===== config.mk =====
export PLATFORM = sky130hd
export DESIGN_NAME = sad_accum_unit
export DESIGN_NICKNAME = d
export VERILOG_FILES = /design/src/rtl/sad_pkg.sv /design/src/rtl/sad_absdiff.sv /design/src/rtl/sad_tree.sv /design/src/rtl/sad_par_engine.sv /design/src/rtl/sad_ser_engine.sv /design/src/rtl/sad_accum_unit.sv
export SDC_FILE = /design/constraint.sdc
export NUM_CORES = 1
export LEC_CHECK = 0
export ABC_CLOCK_PERIOD_IN_PS = 4600
export BUFFER_PORTS_ARGS = -buffer_cell sky130_fd_sc_hd__buf_4
export CORE_MARGIN = 4
export CORE_UTILIZATION = 34
export DETAILED_ROUTE_END_ITERATION = 12
export PLACE_DENSITY_LB_ADDON = 0.12
export SLEW_MARGIN = 20
export SYNTH_ARGS = -nofsm -noshare
export SYNTH_HDL_FRONTEND = slang
export SYNTH_SLANG_ARGS = --single-unit

===== constraint.sdc =====
create_clock -name clk -period 4.6 [get_ports clk]
set_input_delay 0.23 -clock clk [delete_from_list [all_inputs] [get_ports clk]]
set_output_delay 0.23 -clock clk [all_outputs]
set_load 0.005 [all_outputs]

===== src/rtl/sad_pkg.sv =====
package sad_pkg;
  localparam int LANE_W = 8;

  // width that holds 255 * nb without overflow
  function automatic int sum_width(input int nb);
    return LANE_W + ((nb > 1) ? $clog2(nb) : 0);
  endfunction

  // index width for a lane counter, at least one bit
  function automatic int idx_width(input int nb);
    return (nb > 1) ? $clog2(nb) : 1;
  endfunction
endpackage


===== src/rtl/sad_absdiff.sv =====
module sad_absdiff
  import sad_pkg::*;
(
  input  logic [LANE_W-1:0] lhs,
  input  logic [LANE_W-1:0] rhs,
  output logic [LANE_W-1:0] dif
);
  always_comb begin
    if (lhs >= rhs) dif = lhs - rhs;
    else            dif = rhs - lhs;
  end
endmodule


===== src/rtl/sad_tree.sv =====
module sad_tree
  import sad_pkg::*;
#(
  parameter int NB    = 8,
  parameter int SUM_W = 11
) (
  input  logic [NB*LANE_W-1:0] opa,
  input  logic [NB*LANE_W-1:0] opb,
  output logic [SUM_W-1:0]     sum
);
  localparam int NP = 1 << $clog2(NB);

  // heap-ordered tree: node k has children 2k+1 and 2k+2
  logic [SUM_W-1:0] node [0:2*NP-2];

  for (genvar g = 0; g < NP; g++) begin : g_leaf
    if (g < NB) begin : g_live
      logic [LANE_W-1:0] d;
      sad_absdiff u_ad (
        .lhs(opa[g*LANE_W +: LANE_W]),
        .rhs(opb[g*LANE_W +: LANE_W]),
        .dif(d)
      );
      assign node[NP-1+g] = SUM_W'(d);
    end else begin : g_pad
      assign node[NP-1+g] = '0;
    end
  end

  for (genvar k = 0; k < NP-1; k++) begin : g_add
    assign node[k] = node[2*k+1] + node[2*k+2];
  end

  assign sum = node[0];
endmodule


===== src/rtl/sad_par_engine.sv =====
module sad_par_engine
  import sad_pkg::*;
#(
  parameter int NB = 8
) (
  input  logic               clk,
  input  logic               rst,
  input  logic               req_valid,
  input  logic               req_acc,
  input  logic [NB*8-1:0]    src_a,
  input  logic [NB*8-1:0]    src_b,
  input  logic [NB*8-1:0]    dst_old,
  output logic               busy,
  output logic               res_valid,
  output logic [NB*8-1:0]    res_data
);
  localparam int XLEN  = NB * LANE_W;
  localparam int SUM_W = sum_width(NB);

  logic [SUM_W-1:0] lane_sum;
  logic [XLEN-1:0]  base;
  logic             vld_q;
  logic [XLEN-1:0]  res_q;

  sad_tree #(.NB(NB), .SUM_W(SUM_W)) u_tree (
    .opa(src_a),
    .opb(src_b),
    .sum(lane_sum)
  );

  assign base = req_acc ? dst_old : '0;

  always_ff @(posedge clk) begin
    if (rst) begin
      vld_q <= 1'b0;
      res_q <= '0;
    end else begin
      vld_q <= req_valid;
      if (req_valid) res_q <= base + XLEN'(lane_sum);
    end
  end

  assign busy      = 1'b0;
  assign res_valid = vld_q;
  assign res_data  = res_q;
endmodule


===== src/rtl/sad_ser_engine.sv =====
module sad_ser_engine
  import sad_pkg::*;
#(
  parameter int NB = 8
) (
  input  logic               clk,
  input  logic               rst,
  input  logic               req_valid,
  input  logic               req_acc,
  input  logic [NB*8-1:0]    src_a,
  input  logic [NB*8-1:0]    src_b,
  input  logic [NB*8-1:0]    dst_old,
  output logic               busy,
  output logic               res_valid,
  output logic [NB*8-1:0]    res_data
);
  localparam int XLEN  = NB * LANE_W;
  localparam int IDX_W = idx_width(NB);
  localparam logic [IDX_W-1:0] LAST = IDX_W'(NB-1);

  logic [XLEN-1:0]   a_q, b_q, acc_q, res_q;
  logic [IDX_W-1:0]  idx_q;
  logic              busy_q, vld_q;
  logic [LANE_W-1:0] dif;
  logic [XLEN-1:0]   next_acc;

  // the low lane of each shifting operand is the pair in work
  sad_absdiff u_ad (
    .lhs(a_q[LANE_W-1:0]),
    .rhs(b_q[LANE_W-1:0]),
    .dif(dif)
  );

  assign next_acc = acc_q + XLEN'(dif);

  always_ff @(posedge clk) begin
    if (rst) begin
      a_q    <= '0;
      b_q    <= '0;
      acc_q  <= '0;
      res_q  <= '0;
      idx_q  <= '0;
      busy_q <= 1'b0;
      vld_q  <= 1'b0;
    end else begin
      vld_q <= 1'b0;
      if (busy_q) begin
        acc_q <= next_acc;
        a_q   <= a_q >> LANE_W;
        b_q   <= b_q >> LANE_W;
        idx_q <= idx_q + 1'b1;
        if (idx_q == LAST) begin
          busy_q <= 1'b0;
          vld_q  <= 1'b1;
          res_q  <= next_acc;
        end
      end else if (req_valid) begin
        a_q    <= src_a;
        b_q    <= src_b;
        acc_q  <= req_acc ? dst_old : '0;
        idx_q  <= '0;
        busy_q <= 1'b1;
      end
    end
  end

  assign busy      = busy_q;
  assign res_valid = vld_q;
  assign res_data  = res_q;
endmodule


===== src/rtl/sad_accum_unit.sv =====
module sad_accum_unit
  import sad_pkg::*;
#(
  parameter int XLEN_BYTES = 8,
  parameter bit SERIAL     = 1'b1
) (
  input  logic                       clk,
  input  logic                       rst,
  input  logic                       req_valid,
  input  logic                       req_acc,
  input  logic [XLEN_BYTES*8-1:0]    src_a,
  input  logic [XLEN_BYTES*8-1:0]    src_b,
  input  logic [XLEN_BYTES*8-1:0]    dst_old,
  output logic                       busy,
  output logic                       res_valid,
  output logic [XLEN_BYTES*8-1:0]    res_data
);
  if (SERIAL) begin : g_serial
    sad_ser_engine #(.NB(XLEN_BYTES)) u_eng (
      .clk(clk), .rst(rst),
      .req_valid(req_valid), .req_acc(req_acc),
      .src_a(src_a), .src_b(src_b), .dst_old(dst_old),
      .busy(busy), .res_valid(res_valid), .res_data(res_data)
    );
  end else begin : g_tree
    sad_par_engine #(.NB(XLEN_BYTES)) u_eng (
      .clk(clk), .rst(rst),
      .req_valid(req_valid), .req_acc(req_acc),
      .src_a(src_a), .src_b(src_b), .dst_old(dst_old),
      .busy(busy), .res_valid(res_valid), .res_data(res_data)
    );
  end
endmodule


==> qor.txt, run 1 <==
Status = complete, no violations
Crit path arrival time = 4960 ps
Placement Rows = 71
Die H = 202.9 um
Routed wire length = 43070 um
Syn Area/Cell = 8.196 um2
Yosys top cell area share = 40.48%
Htree depth = 1
Largest net degree at the start of global routing = 201
NumNets Final = 2173
Fmax = 220.0 MHz
Synth unique cells = 70
CTS Root Cell = clkbuf_16
Worst R2R Path Depth = 25
Port Buffers = 261
Vias/cell = 5.029
Max_cap viols = 0
DP Wirelength = 28940 um
Total Routing Usage GR = 19.88%
Routed wire per std cell = 17.35 um
Max-slew violations = 0
Vias in the first global route = 12.17k
Worst hold path class = in -> reg
Clock transition at path regs = 60 ps
Cell Area, Synth = 0.01291 mm2
Worst-Margin Slew = 1038 ps
Worst Setup End Kind = register
Post-synth EDFFs = 0
Worst skew pair latency = 570 ps
Hold depth = 5
Core area = 0.03758 mm2
DRT Pass-1 Iters = 7
Most area-hungry cell type in the Yosys netlist = dfxtp_1
I/O pin cnt = 262
CTS Buffer Depth = 3
Ys Warns = 0
Final setup fails = 0
WP data required = 5020 ps
Post-route clock period utilization = 98.81%
Area Growth Syn to Fin = 40.30%
Die W = 202.9 um
Syn Inst Count = 1575
WS Path Type = reg -> reg
DIE AREA = 0.04115 mm2
ANT nets after route = 0
Fillers = 3662
Post-synth net total = 1799
Setup ws final = 54.93 ps
CTS Buf Count = 31
Initial Util = 34.35%
Drt first-iter violations = 776
Layout cell share with drive strength beyond 1 = 22.19%
Final core utilization = 48.20%
Slew headroom = 30.36%
Post-DP Area = 0.01566 mm2
DRC = 0
Unrepaired setup endpoints after global routing = true
First-pass GRT wire length = 67190 um
Top_reg_cell synth = dfxtp_1
Area contributors post-synth = dfxtp_1 40%, mux2i_1 10%, nor2_1 9.3%
Hold Slack = 24.96 ps
Worst Path Max Fanout = 7
#FFs+latches synth = 261
Initial antenna violation count = 2
CTS tree = yes
DP Cell Count = 2301
Congestion Overflow GR = 0
Pre-CTS WS = -174.7 ps
Post-synthesis async set-or-reset flop share = 0%
Cell Count, Final, Fillers Out = 2482
Final hold vios = 0
Post-Layout Inst Area = 0.01811 mm2
Power per cell area = 334.2 mW/mm2
DR vias = 12.48k
VDD IR-drop max = 277.8 uV
CP Launch Type = register
Clock Skew = 12.02 ps
Static leakage = 7.569 nW
Fin crit period = 4545 ps
CTS Sinks = 261
RD Place Congestion = 0.8078
Seq/Total Area, Yosys = 40.48%
-- worst max-delay path, cell delays in order (launching register included) --
cell and delay (ps):
dfxtp_1 300, inv_1 50, ha_2 170, inv_2 40
fa_2 390, a21oi_2 190, o211a_4 230, o41ai_4 70
o21bai_1 260, o2111ai_2 200, a21oi_2 210, buf_4 130
o31ai_1 50, nor2b_1 140, ha_1 330, nand2_1 80
nand2_1 70, or3_1 320, o21ai_2 160, buf_12 150
nor4_4 40, buf_6 160, buf_4 130, xor2_2 140
a222oi_1 280, nor2_1 80
-- cell type report --
class                           count  area [um2]  area share [%]
Tap cell                          511       639.4           3.530
Clock buffer                       45       879.6           4.857
Multi-Input combinational cell   1158        7303           40.32
Antenna cell                        2       5.005         0.02763
Clock inverter                      8       98.84          0.5458
Timing Repair Buffer              453        3790           20.93
Sequential cell                   261        5230           28.88
Inverter                           44       165.2          0.9119
-- through the flow --
stage | total power [mW] | setup TNS [ps]
floorplan | 3.140 | 0
global placement | 3.531 | -23.60
detailed placement | 3.546 | -1599
CTS | 6.086 | 0
global route | 6.344 | -1163
finish | 6.052 | 0
-- flip-flops by register name, summed over array words and instances (netlist names) --
name and flops:
g_serial.u_eng.busy 1, g_serial.u_eng.b_q 64, g_serial.u_eng.res_valid 1, g_serial.u_eng.idx_q 3
g_serial.u_eng.res_data 64, g_serial.u_eng.acc_q 64, g_serial.u_eng.a_q 64
-- report_power, final --
part	switching (mW)	internal (mW)	total [mW]
registers	0.0920	2.36	2.46
logic	0.615	0.574	1.19
clock network	0.982	1.43	2.41
-- routing by layer --
metal	vias to the layer above	part of all wire, %	global-route usage [%]
met5	-	0.046	0
met4	2	2.4	5.019
met3	62	6.1	4.376
met2	310	46	32.54
met1	5840	45	26.77
li1	6269	-	-
-- cell families after synthesis --
kind of cell / share of synthesized area (%)
AND/OR/NAND/NOR: 17.69
AO/OA/AOI/OAI: 19.71
flip-flops: 40.48
buffers and inverters: 4.633
multiplexers: 10.33
XOR/XNOR: 4.275
adder cells (fa/ha/maj): 2.888
-- timing repair --
action                                  4_1_cts  5_1_grt
hold buffers                                118        0
endpoints found under the setup margin       59       99
pin swaps                                     3       25
endpoints found under the hold margin       118        0
buffers inserted                              3        4
gates resized for setup                       8       45
-- cells in the final DEF (no fill, tap or decap), types with 7 or more instances in the layout --
cell           netlist  layout
a32oi_1              7       7
xnor2_1             27      26
nand3_1             20      17
clkbuf_1            84      10
o21ai_0             71      61
a31oi_1             17      17
nor4_1               9       8
ha_1                25      23
clkbuf_16            0      32
or3_1                8       8
a22oi_1             16      16
o22ai_1              8       8
a221oi_1             8       8
dlygate4sd3_1        0     118
nor2_1             320     318
and3_1              16      13
nand2_1             85      85
inv_1               43      40
xor2_1              36      33
a21oi_1            199     195
mux2i_1            131     131
o21ai_1              2       9
a222oi_1             7       7
dfxtp_1            261     259
buf_4                0     326
a211oi_1            28      28
nor3_1              18      17
-- cell usage after synthesis, drive strengths merged, types with 4 or more instances --
| cell type | instances |
|---|---|
| buf | 28 |
| and3 | 17 |
| a32oi | 7 |
| o21ai | 73 |
| nor2b | 4 |
| mux2i | 131 |
| xnor2 | 27 |
| nand4 | 5 |
| a22oi | 16 |
| xor2 | 36 |
| ha | 25 |
| a21oi | 199 |
| nor2 | 320 |
| a21o | 6 |
| nand2 | 85 |
| o21a | 6 |
| o311ai | 8 |
| and2 | 7 |
| a222oi | 7 |
| a2111oi | 9 |
| a31oi | 17 |
| o22ai | 8 |
| and4 | 7 |
| dfxtp | 261 |
| a211oi | 29 |
| a221oi | 8 |
| nor3 | 20 |
| nand2b | 4 |
| nand3 | 21 |
| or3 | 8 |
| inv | 43 |
| clkbuf | 84 |
| nor4 | 11 |
-- final timing paths --
path                                        endpoint                               startpoint  slack, ps
min              g_serial.u_eng.b_q[25]$_SDFFE_PP0P_                                src_b[25]         20
min reg2reg  g_serial.u_eng.res_data[7]$_SDFFE_PP0P_  g_serial.u_eng.res_data[7]$_SDFFE_PP0P_        460
max            g_serial.u_eng.acc_q[54]$_SDFFE_PP0P_       g_serial.u_eng.a_q[0]$_SDFFE_PP0P_         50
max reg2reg    g_serial.u_eng.acc_q[54]$_SDFFE_PP0P_       g_serial.u_eng.a_q[0]$_SDFFE_PP0P_         50
Power figures use the tool's default switching activity.
==> inputs of run 2 (changes only) <==
--- a/config.mk
+++ b/config.mk
@@ -10,7 +10,7 @@
 export CORE_MARGIN = 4
 export CORE_UTILIZATION = 34
 export DETAILED_ROUTE_END_ITERATION = 12
-export PLACE_DENSITY_LB_ADDON = 0.12
+export PLACE_DENSITY = 0.61
 export SLEW_MARGIN = 20
 export SYNTH_ARGS = -nofsm -noshare
 export SYNTH_HDL_FRONTEND = slang
==> qor.txt, run 2 (synthesis results as in run 1) <==
Fin crit period = 4629 ps
Worst R2R Path Depth = 24
Vias/cell = 5.097
Final hold vios = 0
Drt first-iter violations = 701
Critical path, cell by cell = inv_2 > ha_4 > inv_4 > fa_2 > a21oi_2 > o211a_4 > o41ai_4 > o21bai_2 > o2111ai_2 > a21oi_2 > buf_4 > o31ai_2 > nor2b_4 > ha_4 > nand2_2 > nand2_2 > or3_4 > o21ai_4 > buf_12 > nor4_4 > buf_6 > xor2_1 > a222oi_1 > nor2_1
Fmax = 216.0 MHz
I/O pin cnt = 262
Die H = 202.9 um
CTS tree = yes
CTS Buffer Depth = 3
Slew headroom = 30.89%
Failing checks = negative setup slack
WP data required = 5010 ps
Clock Skew = 14.47 ps
CTS Root Cell = clkbuf_16
Static leakage = 7.545 nW
WS Path Type = reg -> reg
Routed wire length = 42810 um
Routed wire per std cell = 17.45 um
Commonest non-fill, non-tap cells in the layout = 329 x buf_4, 318 x nor2_1, 258 x dfxtp_1
Hold Slack = 20.09 ps
DRC = 0
Number of cells on the critical path = 24
Slowest cell delay on critical path = 400 ps
Post-Layout Inst Area = 0.01810 mm2
CP startpoint = g_serial.u_eng.a_q[0]$_SDFFE_PP0P_
WP buf/inv = 5
Core area = 0.03758 mm2
Port Buffers = 261
DR vias = 12.50k
Worst hold path class = in -> reg
CP Launch Type = register
Family with the most delay on the worst path = compound AO/OA/AOI/OAI gates
CTS Sinks = 261
ANT nets after route = 0
DIE AREA = 0.04115 mm2
Status = finished, violations left
Final setup fails = 2
Unrepaired setup endpoints after global routing = true
NumNets Final = 2143
Total design power = 6.119 mW
Initial antenna violation count = 4
Area Growth Syn to Fin = 40.24%
DRT Pass-1 Iters = 5
Crit Reg-Reg Startpoint = g_serial.u_eng.a_q[0]$_SDFFE_PP0P_
Die W = 202.9 um
Final core utilization = 48.18%
Commonest non-fill, non-tap cell in the layout = buf_4
Htree depth = 1
CP max stage cell = or3_4
DP Wirelength = 28800 um
CTS Buf Count = 30
Vias in the first global route = 12.33k
Crit path arrival time = 5040 ps
Total Routing Usage GR = 19.53%
RD Place Congestion = 0.8240
Largest net degree at the start of global routing = 113
Setup ws final = -28.81 ps
Max_cap viols = 0
Congestion Overflow GR = 0
Placement Rows = 71
Clock transition at path regs = 60 ps
Power per cell area = 338.0 mW/mm2
Flop-to-flop setup slack = -30 ps
VDD IR-drop max = 252.7 uV
Worst Setup End Kind = register
Post-DP Area = 0.01571 mm2
Max-slew violations = 0
First-pass GRT wire length = 66270 um
Worst skew pair latency = 570 ps
Worst Path Max Fanout = 5
RR Endpoint = g_serial.u_eng.acc_q[54]$_SDFFE_PP0P_
Post-route clock period utilization = 100.6%
Critical Path Sink = g_serial.u_eng.acc_q[54]$_SDFFE_PP0P_
Layout cell share with drive strength beyond 1 = 24.61%
Worst-Margin Slew = 1037 ps
Ant diodes = 0
Initial Util = 34.35%
run 2: changes by cell type in the layout (fill, tap and decap cells not counted), sizes merged:
cell,change
clkinvlp,-1
dlygate4sd3,-38
bufinv,-1
buf,+7
clkinv,+1
diode,-2
clkbuf,+5
run 2: what timing repair did:
item	in CTS	in global routing
setup buffers	2	6
hold buffers	80	0
resized for setup	13	103
setup endpoints to repair	105	112
pin swaps	5	50
hold endpoints to repair	79	0
gates cloned	1	2
run 2: worst min path at each step:
stage                                                   from                                       end  depth (start not counted)  slack, ps
floorplan                                        dst_old[32]     g_serial.u_eng.acc_q[32]$_SDFFE_PP0P_                          2        340
global placement     g_serial.u_eng.res_data[6]$_SDFFE_PP0P_   g_serial.u_eng.res_data[6]$_SDFFE_PP0P_                          2        450
detailed placement  g_serial.u_eng.res_data[33]$_SDFFE_PP0P_  g_serial.u_eng.res_data[33]$_SDFFE_PP0P_                          2        460
CTS                                                src_a[53]       g_serial.u_eng.a_q[53]$_SDFFE_PP0P_                          5       0.02
global route                                       src_a[53]       g_serial.u_eng.a_q[53]$_SDFFE_PP0P_                          5         20
finish                                             src_b[28]       g_serial.u_eng.b_q[28]$_SDFFE_PP0P_                          5         20
run 2: routing by layer:
layer | GRT usage, % | wire length, um | up-vias
li1 | - | - | 6203
met1 | 24.11 | 17740 | 5880
met2 | 33.20 | 20450 | 340
met3 | 6.421 | 3519 | 71
met4 | 4.607 | 1046 | 8
met5 | 0 | 55 | -
run 2: layout make-up:
type                    count  area, um2
well taps                 511      639.4
multi-input cells        1158       7572
clock buffers              48      909.6
clock inverters             7      66.31
fillers                  3600      19470
inverters                  44      167.7
repair buffers            424       3517
flip-flops and latches    261       5231
run 2: per-stage QoR:
step	setup WS, ps	TNS, ps	std cells
detailed placement	-269.0	-13240	2308
global route	-240.1	-8096	2453
floorplan	62.72	0	1575
global placement	-75.50	-327.8	2307
CTS	-5.435	-5.435	2446
finish	-28.81	-34.00	2453
run 2: tightest hold or removal path, delay by kind of cell:
| family | cells | cell delay [ps] |
|---|---|---|
| multiplexers | 1 | 50 |
| AO/OA/AOI/OAI | 1 | 40 |
| AND/OR/NAND/NOR | 2 | 150 |
| buffers and inverters | 1 | 80 |
run 2: power breakdown:
part	internal (mW)	switching, mW	total [mW]
combinational	0.629	0.651	1.28
sequential	2.36	0.103	2.47
clock	1.40	0.973	2.37
total	4.39	1.73	6.12
